$ cat src/rtl/cam_ld_pkg.sv
package cam_ld_pkg;
  localparam logic [7:0] ADR_STATUS  = 8'h00;
  localparam logic [7:0] ADR_COUNT   = 8'h01;
  localparam logic [7:0] ADR_SLOT    = 8'hB0;
  localparam logic [7:0] VIEW_BASE   = 8'h40;
  localparam logic [7:0] CMD_STORE   = 8'hE3;
  localparam logic [7:0] CMD_CLR_ERR = 8'h70;
  localparam logic [7:0] CMD_CLR_ALL = 8'hF8;

  function automatic logic is_cmd_code(input logic [7:0] v);
    return (v == CMD_STORE) || (v == CMD_CLR_ERR) || (v == CMD_CLR_ALL);
  endfunction
endpackage

$ cat src/rtl/cam_free_pick.sv
module cam_free_pick #(
  parameter int DEPTH = 16,
  localparam int IDX_W = $clog2(DEPTH)
) (
  input  logic [DEPTH-1:0] valid,
  output logic [IDX_W-1:0] free_idx,
  output logic             any_free
);
  always_comb begin
    free_idx = '0;
    any_free = 1'b0;
    for (int i = DEPTH - 1; i >= 0; i--) begin
      if (!valid[i]) begin
        free_idx = IDX_W'(i);
        any_free = 1'b1;
      end
    end
  end
endmodule

$ cat src/rtl/cam_entry_store.sv
module cam_entry_store #(
  parameter int DEPTH = 16,
  parameter int ENT_W = 32,
  localparam int IDX_W = $clog2(DEPTH)
) (
  input  logic             clk,
  input  logic             rst,
  input  logic             we,
  input  logic [IDX_W-1:0] widx,
  input  logic [ENT_W-1:0] wentry,
  input  logic             clr_all,
  input  logic [IDX_W-1:0] ridx,
  output logic [ENT_W-1:0] rentry,
  output logic [DEPTH-1:0] valid
);
  logic [ENT_W-1:0] mem [DEPTH];

  // entry array without reset so it maps to distributed RAM
  always_ff @(posedge clk) begin
    if (we) mem[widx] <= wentry;
  end

  assign rentry = mem[ridx];

  always_ff @(posedge clk) begin
    if (rst || clr_all) valid <= '0;
    else if (we)        valid[widx] <= 1'b1;
  end
endmodule

$ cat src/rtl/cam_busy_timer.sv
module cam_busy_timer #(
  parameter int CYC = 4,
  localparam int CW = $clog2(CYC + 1)
) (
  input  logic clk,
  input  logic rst,
  input  logic start,
  output logic busy
);
  logic [CW-1:0] cnt;

  always_ff @(posedge clk) begin
    if (rst)             cnt <= '0;
    else if (start)      cnt <= CW'(CYC);
    else if (cnt != '0)  cnt <= cnt - 1'b1;
  end

  assign busy = (cnt != '0);
endmodule

$ cat src/rtl/cam_conn_loader.sv
module cam_conn_loader
  import cam_ld_pkg::*;
#(
  parameter int DEPTH    = 16,
  parameter int BUSY_CYC = 4
) (
  input  logic       clk,
  input  logic       rst,
  input  logic       wr_en,
  input  logic       rd_en,
  input  logic       sel,
  input  logic [7:0] wdata,
  output logic [7:0] rdata,
  output logic       cam_busy
);
  localparam int IDX_W    = $clog2(DEPTH);
  localparam int CNT_W    = IDX_W + 1;
  localparam int VIEW_END = int'(VIEW_BASE) + 4 * DEPTH;

  logic [7:0]       addr_q;
  logic [3:0][7:0]  hold_q;
  logic             err_q;
  logic [DEPTH-1:0] valid;
  logic [IDX_W-1:0] free_idx;
  logic             any_free;
  logic [31:0]      ent_rd;
  logic [7:0]       view_off;
  logic [IDX_W-1:0] view_idx;
  logic [CNT_W-1:0] vcnt;
  logic [7:0]       loc_val;

  logic data_wr, cmd_hit, store_go, store_full, clr_all, clr_err, hold_wr;

  assign data_wr    = wr_en && sel;
  assign cmd_hit    = data_wr && (wdata == addr_q) && is_cmd_code(addr_q);
  assign store_go   = cmd_hit && (addr_q == CMD_STORE) && !cam_busy && any_free;
  assign store_full = cmd_hit && (addr_q == CMD_STORE) && !cam_busy && !any_free;
  assign clr_all    = cmd_hit && (addr_q == CMD_CLR_ALL);
  assign clr_err    = cmd_hit && ((addr_q == CMD_CLR_ERR) || (addr_q == CMD_CLR_ALL));
  assign hold_wr    = data_wr && !cmd_hit && !cam_busy
                      && (addr_q[7:2] == ADR_SLOT[7:2]);

  cam_free_pick #(.DEPTH(DEPTH)) u_pick (
    .valid    (valid),
    .free_idx (free_idx),
    .any_free (any_free)
  );

  cam_entry_store #(.DEPTH(DEPTH), .ENT_W(32)) u_store (
    .clk     (clk),
    .rst     (rst),
    .we      (store_go),
    .widx    (free_idx),
    .wentry  (hold_q),
    .clr_all (clr_all),
    .ridx    (view_idx),
    .rentry  (ent_rd),
    .valid   (valid)
  );

  cam_busy_timer #(.CYC(BUSY_CYC)) u_busy (
    .clk   (clk),
    .rst   (rst),
    .start (store_go),
    .busy  (cam_busy)
  );

  always_ff @(posedge clk) begin
    if (rst) begin
      addr_q <= '0;
      hold_q <= '0;
      err_q  <= 1'b0;
    end else begin
      if (wr_en && !sel) addr_q <= wdata;
      if (hold_wr)       hold_q[addr_q[1:0]] <= wdata;
      if (store_full)    err_q <= 1'b1;
      else if (clr_err)  err_q <= 1'b0;
    end
  end

  always_comb begin
    vcnt = '0;
    for (int i = 0; i < DEPTH; i++) vcnt = vcnt + CNT_W'(valid[i]);
  end

  assign view_off = addr_q - VIEW_BASE;
  assign view_idx = IDX_W'(view_off >> 2);

  always_comb begin
    loc_val = '0;
    if (addr_q >= VIEW_BASE && int'(addr_q) < VIEW_END) begin
      loc_val = ent_rd[{addr_q[1:0], 3'b000} +: 8];
    end else if (addr_q[7:2] == ADR_SLOT[7:2]) begin
      loc_val = hold_q[addr_q[1:0]];
    end else if (addr_q == ADR_STATUS) begin
      loc_val = {6'b0, err_q, cam_busy};
    end else if (addr_q == ADR_COUNT) begin
      loc_val = 8'(vcnt);
    end
  end

  always_ff @(posedge clk) begin
    if (rst)        rdata <= '0;
    else if (rd_en) rdata <= sel ? loc_val : addr_q;
  end
endmodule

$ cat config.mk
export PLATFORM = sky130hd
export DESIGN_NAME = cam_conn_loader
export DESIGN_NICKNAME = d
export VERILOG_FILES = /design/src/rtl/cam_ld_pkg.sv /design/src/rtl/cam_free_pick.sv /design/src/rtl/cam_entry_store.sv /design/src/rtl/cam_busy_timer.sv /design/src/rtl/cam_conn_loader.sv
export SDC_FILE = /design/constraint.sdc
export NUM_CORES = 1
export LEC_CHECK = 0
export BUFFER_PORTS_ARGS = -buffer_cell sky130_fd_sc_hd__buf_4
export CORE_MARGIN = 3
export CORE_UTILIZATION = 61
export DETAILED_ROUTE_END_ITERATION = 7
export MAX_ROUTING_LAYER = met4
export PLACE_DENSITY = 0.77
export SETUP_SLACK_MARGIN = 0.4
export SYNTH_ARGS = -nofsm -noshare
export SYNTH_HDL_FRONTEND = slang
export SYNTH_SLANG_ARGS = --single-unit
$ cat constraint.sdc
create_clock -name clk -period 9.92 [get_ports clk]
set_input_delay 0.992 -clock clk [delete_from_list [all_inputs] [get_ports clk]]
set_output_delay 0.992 -clock clk [all_outputs]
set_load 0.02 [all_outputs]
# Word level (Yosys, flattened, before mapping)
# Memory sizes are Yosys's and may differ from the RTL's.
# Cells that the tools add are included.
[op_classes] addsub=17 mul=0 div_mod_pow=0 order_cmp=6 eq_ne=6 shifts=1 mux=50 bitwise_logic=1 reduce_logical=29
[ops] cell="$mux 4" n=16
[ops] cell="$add 5x1->5" n=11
[ops] cell="$mux 8" n=5
[ops] cell="$bwmux 32" n=1
[ops] cell="$shiftx 32x6->8" n=1
[ops] cell="$mux 1" n=21
[ops] cell="$bmux 8 s2" n=1
[ops] cell="$demux 8 s2" n=1
[ops] cell="$eq 8x8->1 const B" n=2
[ops] cell="$logic_and 1x1->1" n=16
[ops] cell="$or 16x16->16" n=1
[ops] cell="$mux 5" n=2
[ops] cell="$eq 8x1->1 const B" n=1
[ops] cell="$eq 8x7->1 const B" n=1
[ops] cell="$eq 8x8->1" n=1
[ops] cell="$ge 8x7->1 const B" n=1
[ops] cell="$logic_not 8->1" n=1
[ops] cell="$lt 8x8->1 const B" n=1
[ops] cell="$eq 6x6->1 const B" n=1
[ops] cell="$mux 3" n=2
[ops] cell="$sub 6x1->6 const B" n=1
[ops] cell="$add 4x1->5" n=1
[ops] cell="$lt 4x5->1 const B" n=1
[ops] cell="$add 3x1->4" n=1
[ops] cell="other kinds (12)" n=19
[word_totals] reg_bits=68 latchBits=0 ram_bits=512 mem_bits_ro=0 input_bits=13 elab_cells=121 memories=1
[mem_list] name="u_store.mem" depth=16 width=32 read_ports=1 rd_clocked_by_memory_dff=0 wr=1 line_no="cam_entry_store.sv:16" rtl="logic [ENT_W-1:0] mem [DEPTH];"

# Longest topological paths before layout
[depth] depth_word=21 ltp_mapped=16 depth_no_buf=15

# By module
# From an unflattened synthesis, not the netlist that was laid out.
[unflattened] hier_cells=1196 area_unflattened_um2=23078.4
[modules_own_cells] mod="cam_entry_store" n_inst=1 cells_per_inst=840 area_per_inst_um2=19642.6
[modules_own_cells] mod="cam_conn_loader" n_inst=1 cells_per_inst=304 area_per_inst_um2=3099.2
[modules_own_cells] mod="cam_busy_timer" n_inst=1 cells_per_inst=18 area_per_inst_um2=170.2
[modules_own_cells] mod="cam_free_pick" n_inst=1 cells_per_inst=34 area_per_inst_um2=166.4

# Worst setup path before layout
# No wires, ideal clock.
[synth_path] path_type="input-to-reg" start="in wdata[3]" end="mem u_store.mem[5][0], enable pin" setup_time_ns=0.470 arrival_time_ns=4.557 setup_slack_ns=4.893 cell_stages=7 path_cell_list="xor2_1 > nor4_1 > and4_1 > clkbuf_1 > and2b_1 > nand2_1 > a211oi_1"
[synth_via] elab_chain_cells=8
[synth_lines] element="from (decl)" line_no="cam_conn_loader.sv:12" rtl="input logic [7:0] wdata,"
[synth_lines] element="$eq 8x8->1" line_no="cam_conn_loader.sv:35" rtl="assign cmd_hit = data_wr && (wdata == addr_q) && is_cmd_code(addr_q);"
[synth_lines] element="$logic_and 1x1->1 (2 in a row)" line_no="cam_conn_loader.sv:35"
[synth_lines] element="$logic_and 1x1->1 (3 in a row)" line_no="cam_conn_loader.sv:36" rtl="assign store_go = cmd_hit && (addr_q == CMD_STORE) && !cam_busy && any_free;"
[synth_lines] element="$mux 1" line_no="cam_entry_store.sv:20" rtl="if (we) mem[widx] <= wentry;"
[synth_lines] element="$mux 1 (implied by the code)" line_no="cam_entry_store.sv:20"
[synth_lines] element="to (decl)" line_no="cam_entry_store.sv:16"
# No other way between the ends.

# Final worst setup path
[layout_path] start="reg u_store.valid[1]" end="reg rdata[1]"
[layout_via] elab_chain_cells=20
[layout_lines] element="from (decl)" line_no="cam_entry_store.sv:14" rtl="output logic [DEPTH-1:0] valid"
[layout_lines] element="from (signal assigned)" line_no="cam_entry_store.sv:26" rtl="if (rst || clr_all) valid <= '0;"
[layout_lines] element="from (signal, indexed assignment)" line_no="cam_entry_store.sv:27" rtl="else if (we) valid[widx] <= 1'b1;"
[layout_lines] element="$add 1x1->2" line_no="cam_conn_loader.sv:83" rtl="for (int i = 0; i < DEPTH; i++) vcnt = vcnt + CNT_W'(valid[i]);"
[layout_lines] element="$add 2x1->3" line_no="cam_conn_loader.sv:83"
[layout_lines] element="$add 3x1->4" line_no="cam_conn_loader.sv:83"
[layout_lines] element="$add 4x1->5" line_no="cam_conn_loader.sv:83"
[layout_lines] element="$add 5x1->5 (11 in a row)" line_no="cam_conn_loader.sv:83"
[layout_lines] element="$mux 5" line_no="cam_conn_loader.sv:97" rtl="end else if (addr_q == ADR_COUNT) begin"
[layout_lines] element="$mux 5" line_no="cam_conn_loader.sv:95" rtl="end else if (addr_q == ADR_STATUS) begin"
[layout_lines] element="$mux 8" line_no="cam_conn_loader.sv:93" rtl="end else if (addr_q[7:2] == ADR_SLOT[7:2]) begin"
[layout_lines] element="$mux 8" line_no="cam_conn_loader.sv:91" rtl="if (addr_q >= VIEW_BASE && int'(addr_q) < VIEW_END) begin"
[layout_lines] element="$mux 8" line_no="cam_conn_loader.sv:104" rtl="else if (rd_en) rdata <= sel ? loc_val : addr_q;"
[layout_lines] element="to (signal assigned)" line_no="cam_conn_loader.sv:104"
[layout_lines] element="to (decl)" line_no="cam_conn_loader.sv:13" rtl="output logic [7:0] rdata,"
# No other way between the ends.
# A chain may end at the register's enable or synchronous reset.

==> flow_metrics.env <==
export IMPL_start_util_pct=62.3
export IMPL_maxSlewViolCount=0
export IMPL_cp_end_kind="register"
export IMPL_worst_slew_pin_transition_ps=1270
export IMPL_route_antenna_remaining_nets=0
export IMPL_dieArea_um2=41100
export IMPL_yosysWarnings=0
export IMPL_insertion_delay_ps=620
export IMPL_path_class="register to register"
export IMPL_syn_area_um2=23600
export IMPL_syn_area_per_cell_um2=18.1
export IMPL_grt_max_degree=55
export IMPL_hpwl_um=33300
export IMPL_fp_dieW_um=203
export IMPL_fin_crit_sh_pct=46.3
export IMPL_rsz0062_at_grt="false"
export IMPL_comb_power_share_pct=3.1
export IMPL_cts_tree="yes"
export IMPL_leakagePower_nw=7.61
export IMPL_crit_required_ps=10390
export IMPL_setup_violations=0
export IMPL_slew_headroom_pct=15.2
export IMPL_layout_nets=1379
export IMPL_numCtsBuffers=56
export IMPL_hp_class="register to register"
export IMPL_io_buffers=21
export IMPL_drt_pass1_iter_count=6
export IMPL_sw_frac_of_total_pct=20.3
export IMPL_synthFlopType="edfxtp_1"
export IMPL_antennaDiodeCount=0
export IMPL_async_flop_share_pct=0
export IMPL_vias=13100
export IMPL_internal_power_mw=3.97
export IMPL_synth_seq_area_share_pct=71.2
export IMPL_core_area_um2=37900
export IMPL_ctsResizeCount=0
export IMPL_routabilityCongestion=0.891
export IMPL_wire_per_inst_um=30.6
export IMPL_num_rows=71
export IMPL_synth_edff_count=512
export IMPL_cpMaxStageDelayCell="dfxtp_1"
export IMPL_io_pin_count=22
export IMPL_period_needed_ps=4590
export IMPL_pwr_share_seq_pct=53.2
export IMPL_drive_above_1_share_pct=20.4
export IMPL_drc=0
export IMPL_cp_common_cell="fa_1"
export IMPL_setup_ws_ps=5330
export IMPL_finClkSkew_ps=32.7
export IMPL_crit_chain="inv_1 -> fa_1 -> fa_1 -> fa_1 -> fa_1 -> inv_1 -> ha_1 -> fa_1 -> mux2_2 -> a221oi_1 -> a2bb2oi_1 -> o22ai_1"
export IMPL_yosysTopAreaCell="edfxtp_1"
export IMPL_cts_setup_buffers=0
export IMPL_critPathLaunchType="register"
export IMPL_fmax_mhz=218
export IMPL_ys_types=68
export IMPL_synth_area_leaders="edfxtp_1, mux4_2, dfxtp_1"
export IMPL_die_y_um=203
export IMPL_dr_first_iter_drc_count=1707
export IMPL_cpPeakStageDelay_ps=630
export IMPL_grt_pass1_wl_um=87000
export IMPL_setup_tns_ps=0
export IMPL_maxCapViolations=0
export IMPL_p_per_area_nw_per_um2=190
export IMPL_outcome="completed"
export IMPL_share_clk_of_total_power_pct=43.7
export IMPL_vdd_drop_max_v=0.000164
export IMPL_cp_max_fo=9
export IMPL_cts_max_level=2
export IMPL_netlist_area_leader_share_pct=65.1
export IMPL_clkTransAtPathRegs_ps=70
export IMPL_cts_sinks=584
export IMPL_hold_violations=0
export IMPL_p_switching_mw=1.01
export IMPL_track_usage_pct=30.0
export IMPL_grt_pass1_vias=13000
export IMPL_ys_ff_latch=584
export IMPL_via_per_inst=6.86
export IMPL_syn_to_final_growth_pct=11.1
export IMPL_syn_nets=1337
export IMPL_pre_cts_ws_ps=5480
export IMPL_wirelength_um=58300
export IMPL_holdBufCountCts=0
export IMPL_cts_root_buf="clkbuf_16"
export IMPL_antenna_found_initial=0
export IMPL_syn_inst=1306
export IMPL_worstPathArrival_ps=5060
export IMPL_grt_overflow=0
export IMPL_ctsLongestPathBuffers=3
==> cells in the mapped netlist, types with 4 or more instances <==
cell,count
xor2_1,8
a21oi_1,23
a22o_1,5
a211oi_1,19
mux4_2,103
fa_1,10
mux2_2,11
a21o_1,4
buf_6,10
buf_2,25
inv_1,31
nand3b_1,4
and2_1,10
mux2i_1,49
nor4_1,10
and2b_1,4
nor3_1,6
o22ai_1,10
or4_1,5
clkbuf_1,20
ha_1,8
and3_1,4
nand2b_1,8
a221oi_1,5
buf_4,9
nor3b_1,6
a2111oi_0,7
dfxtp_1,72
and4_1,4
nand2_1,57
nand3_1,15
a22oi_1,13
o21ai_0,28
edfxtp_1,512
mux4_1,22
nand4_1,10
a31oi_1,9
nor2b_1,20
nor2_1,78
==> cell families after synthesis <==
| group | after synthesis | share of synthesized area [%] |
|---|---|---|
| XOR/XNOR | 10 | 0.371 |
| AO/OA/AOI/OAI | 155 | 4.55 |
| AND/OR/NAND/NOR | 253 | 5.43 |
| flip-flops | 584 | 71.2 |
| adder cells (fa/ha/maj) | 18 | 1.27 |
| buffers and inverters | 101 | 2.34 |
| multiplexers | 185 | 14.9 |
==> worst max-delay path, delay by kind of cell, from the launching register on <==
| kind | cells | cell delay [ps] |
|---|---|---|
| multiplexers | 1 | 270 |
| AO/OA/AOI/OAI | 3 | 620 |
| adder cells (fa/ha/maj) | 6 | 2680 |
| buffers and inverters | 2 | 220 |
| flip-flops | 1 | 630 |
==> flip-flops by register name, indices dropped and copies added, names as in the netlist, named ones only <==
| signal | cells |
|---|---|
| rdata | 8 |
| u_store.mem | 512 |
| u_busy.cnt | 3 |
| addr_q | 8 |
| u_store.valid | 16 |
| hold_q | 32 |
| err_q | 1 |
==> area by class of cell <==
type,count,area [µm²]
Clock buffer,65,1490
Clock inverter,38,392
Fill cell,2382,11700
Inverter,33,124
Multi-Input combinational cell,621,6380
Sequential cell,584,16800
Tap cell,511,639
Timing Repair Buffer,52,390
==> stage by stage <==
step,power [mW],instance area [µm²],cells,utilization (%),hold slack [ps]
after floorplan,2.81,23600,1306,-,429
after CTS,5.00,26200,1904,69.2,468
after detailed placement,2.86,24400,1801,64.2,459
after global routing,5.11,26200,1904,69.2,504
final,4.98,26200,1904,69.2,467
after global placement,2.85,24400,1801,64.2,451
==> cells in the final DEF, fill, tap and decap left out, drive strengths merged, types with 8 or more instances in the layout <==
master  count
edfxtp    512
mux4      125
nor2       81
dfxtp      72
clkbuf     65
nand2      57
buf        52
mux2i      49
inv        32
clkinv     30
o21ai      29
a21oi      23
nor2b      20
a211oi     19
nand3      15
a22oi      13
nor4       12
mux2       11
nand4      10
o22ai      10
fa         10
and2       10
a31oi       9
xor2        8
nand2b      8
ha          8
bufinv      8
==> power groups by stage <==
stage          combinational (mW)  sequential [mW]  clock [mW]
2_1_floorplan               0.112             2.70           0
4_1_cts                     0.153             2.65        2.20
6_report                    0.155             2.65        2.18
3_5_place_dp                0.153             2.70           0
3_3_place_gp                0.150             2.70           0
5_1_grt                     0.166             2.65        2.30
==> metal layers <==
layer	up-vias	GRT usage (%)	part of all wire, %
li1	5348	-	-
met1	6679	41.3	37
met2	859	46.2	49
met3	172	5.55	10
met4	0	10.5	3.8
met5	-	-	0
==> final timing paths <==
path	cells after the start	from	slack, ps	to
worst min register to register	2	err_q	470	err_q
worst max register to register	12	u_store.valid[1]	5330	rdata[1]
worst min-delay path	2	err_q	470	err_q
worst max-delay path	12	u_store.valid[1]	5330	rdata[1]
Note: power is estimated with default switching activity, not from simulation.
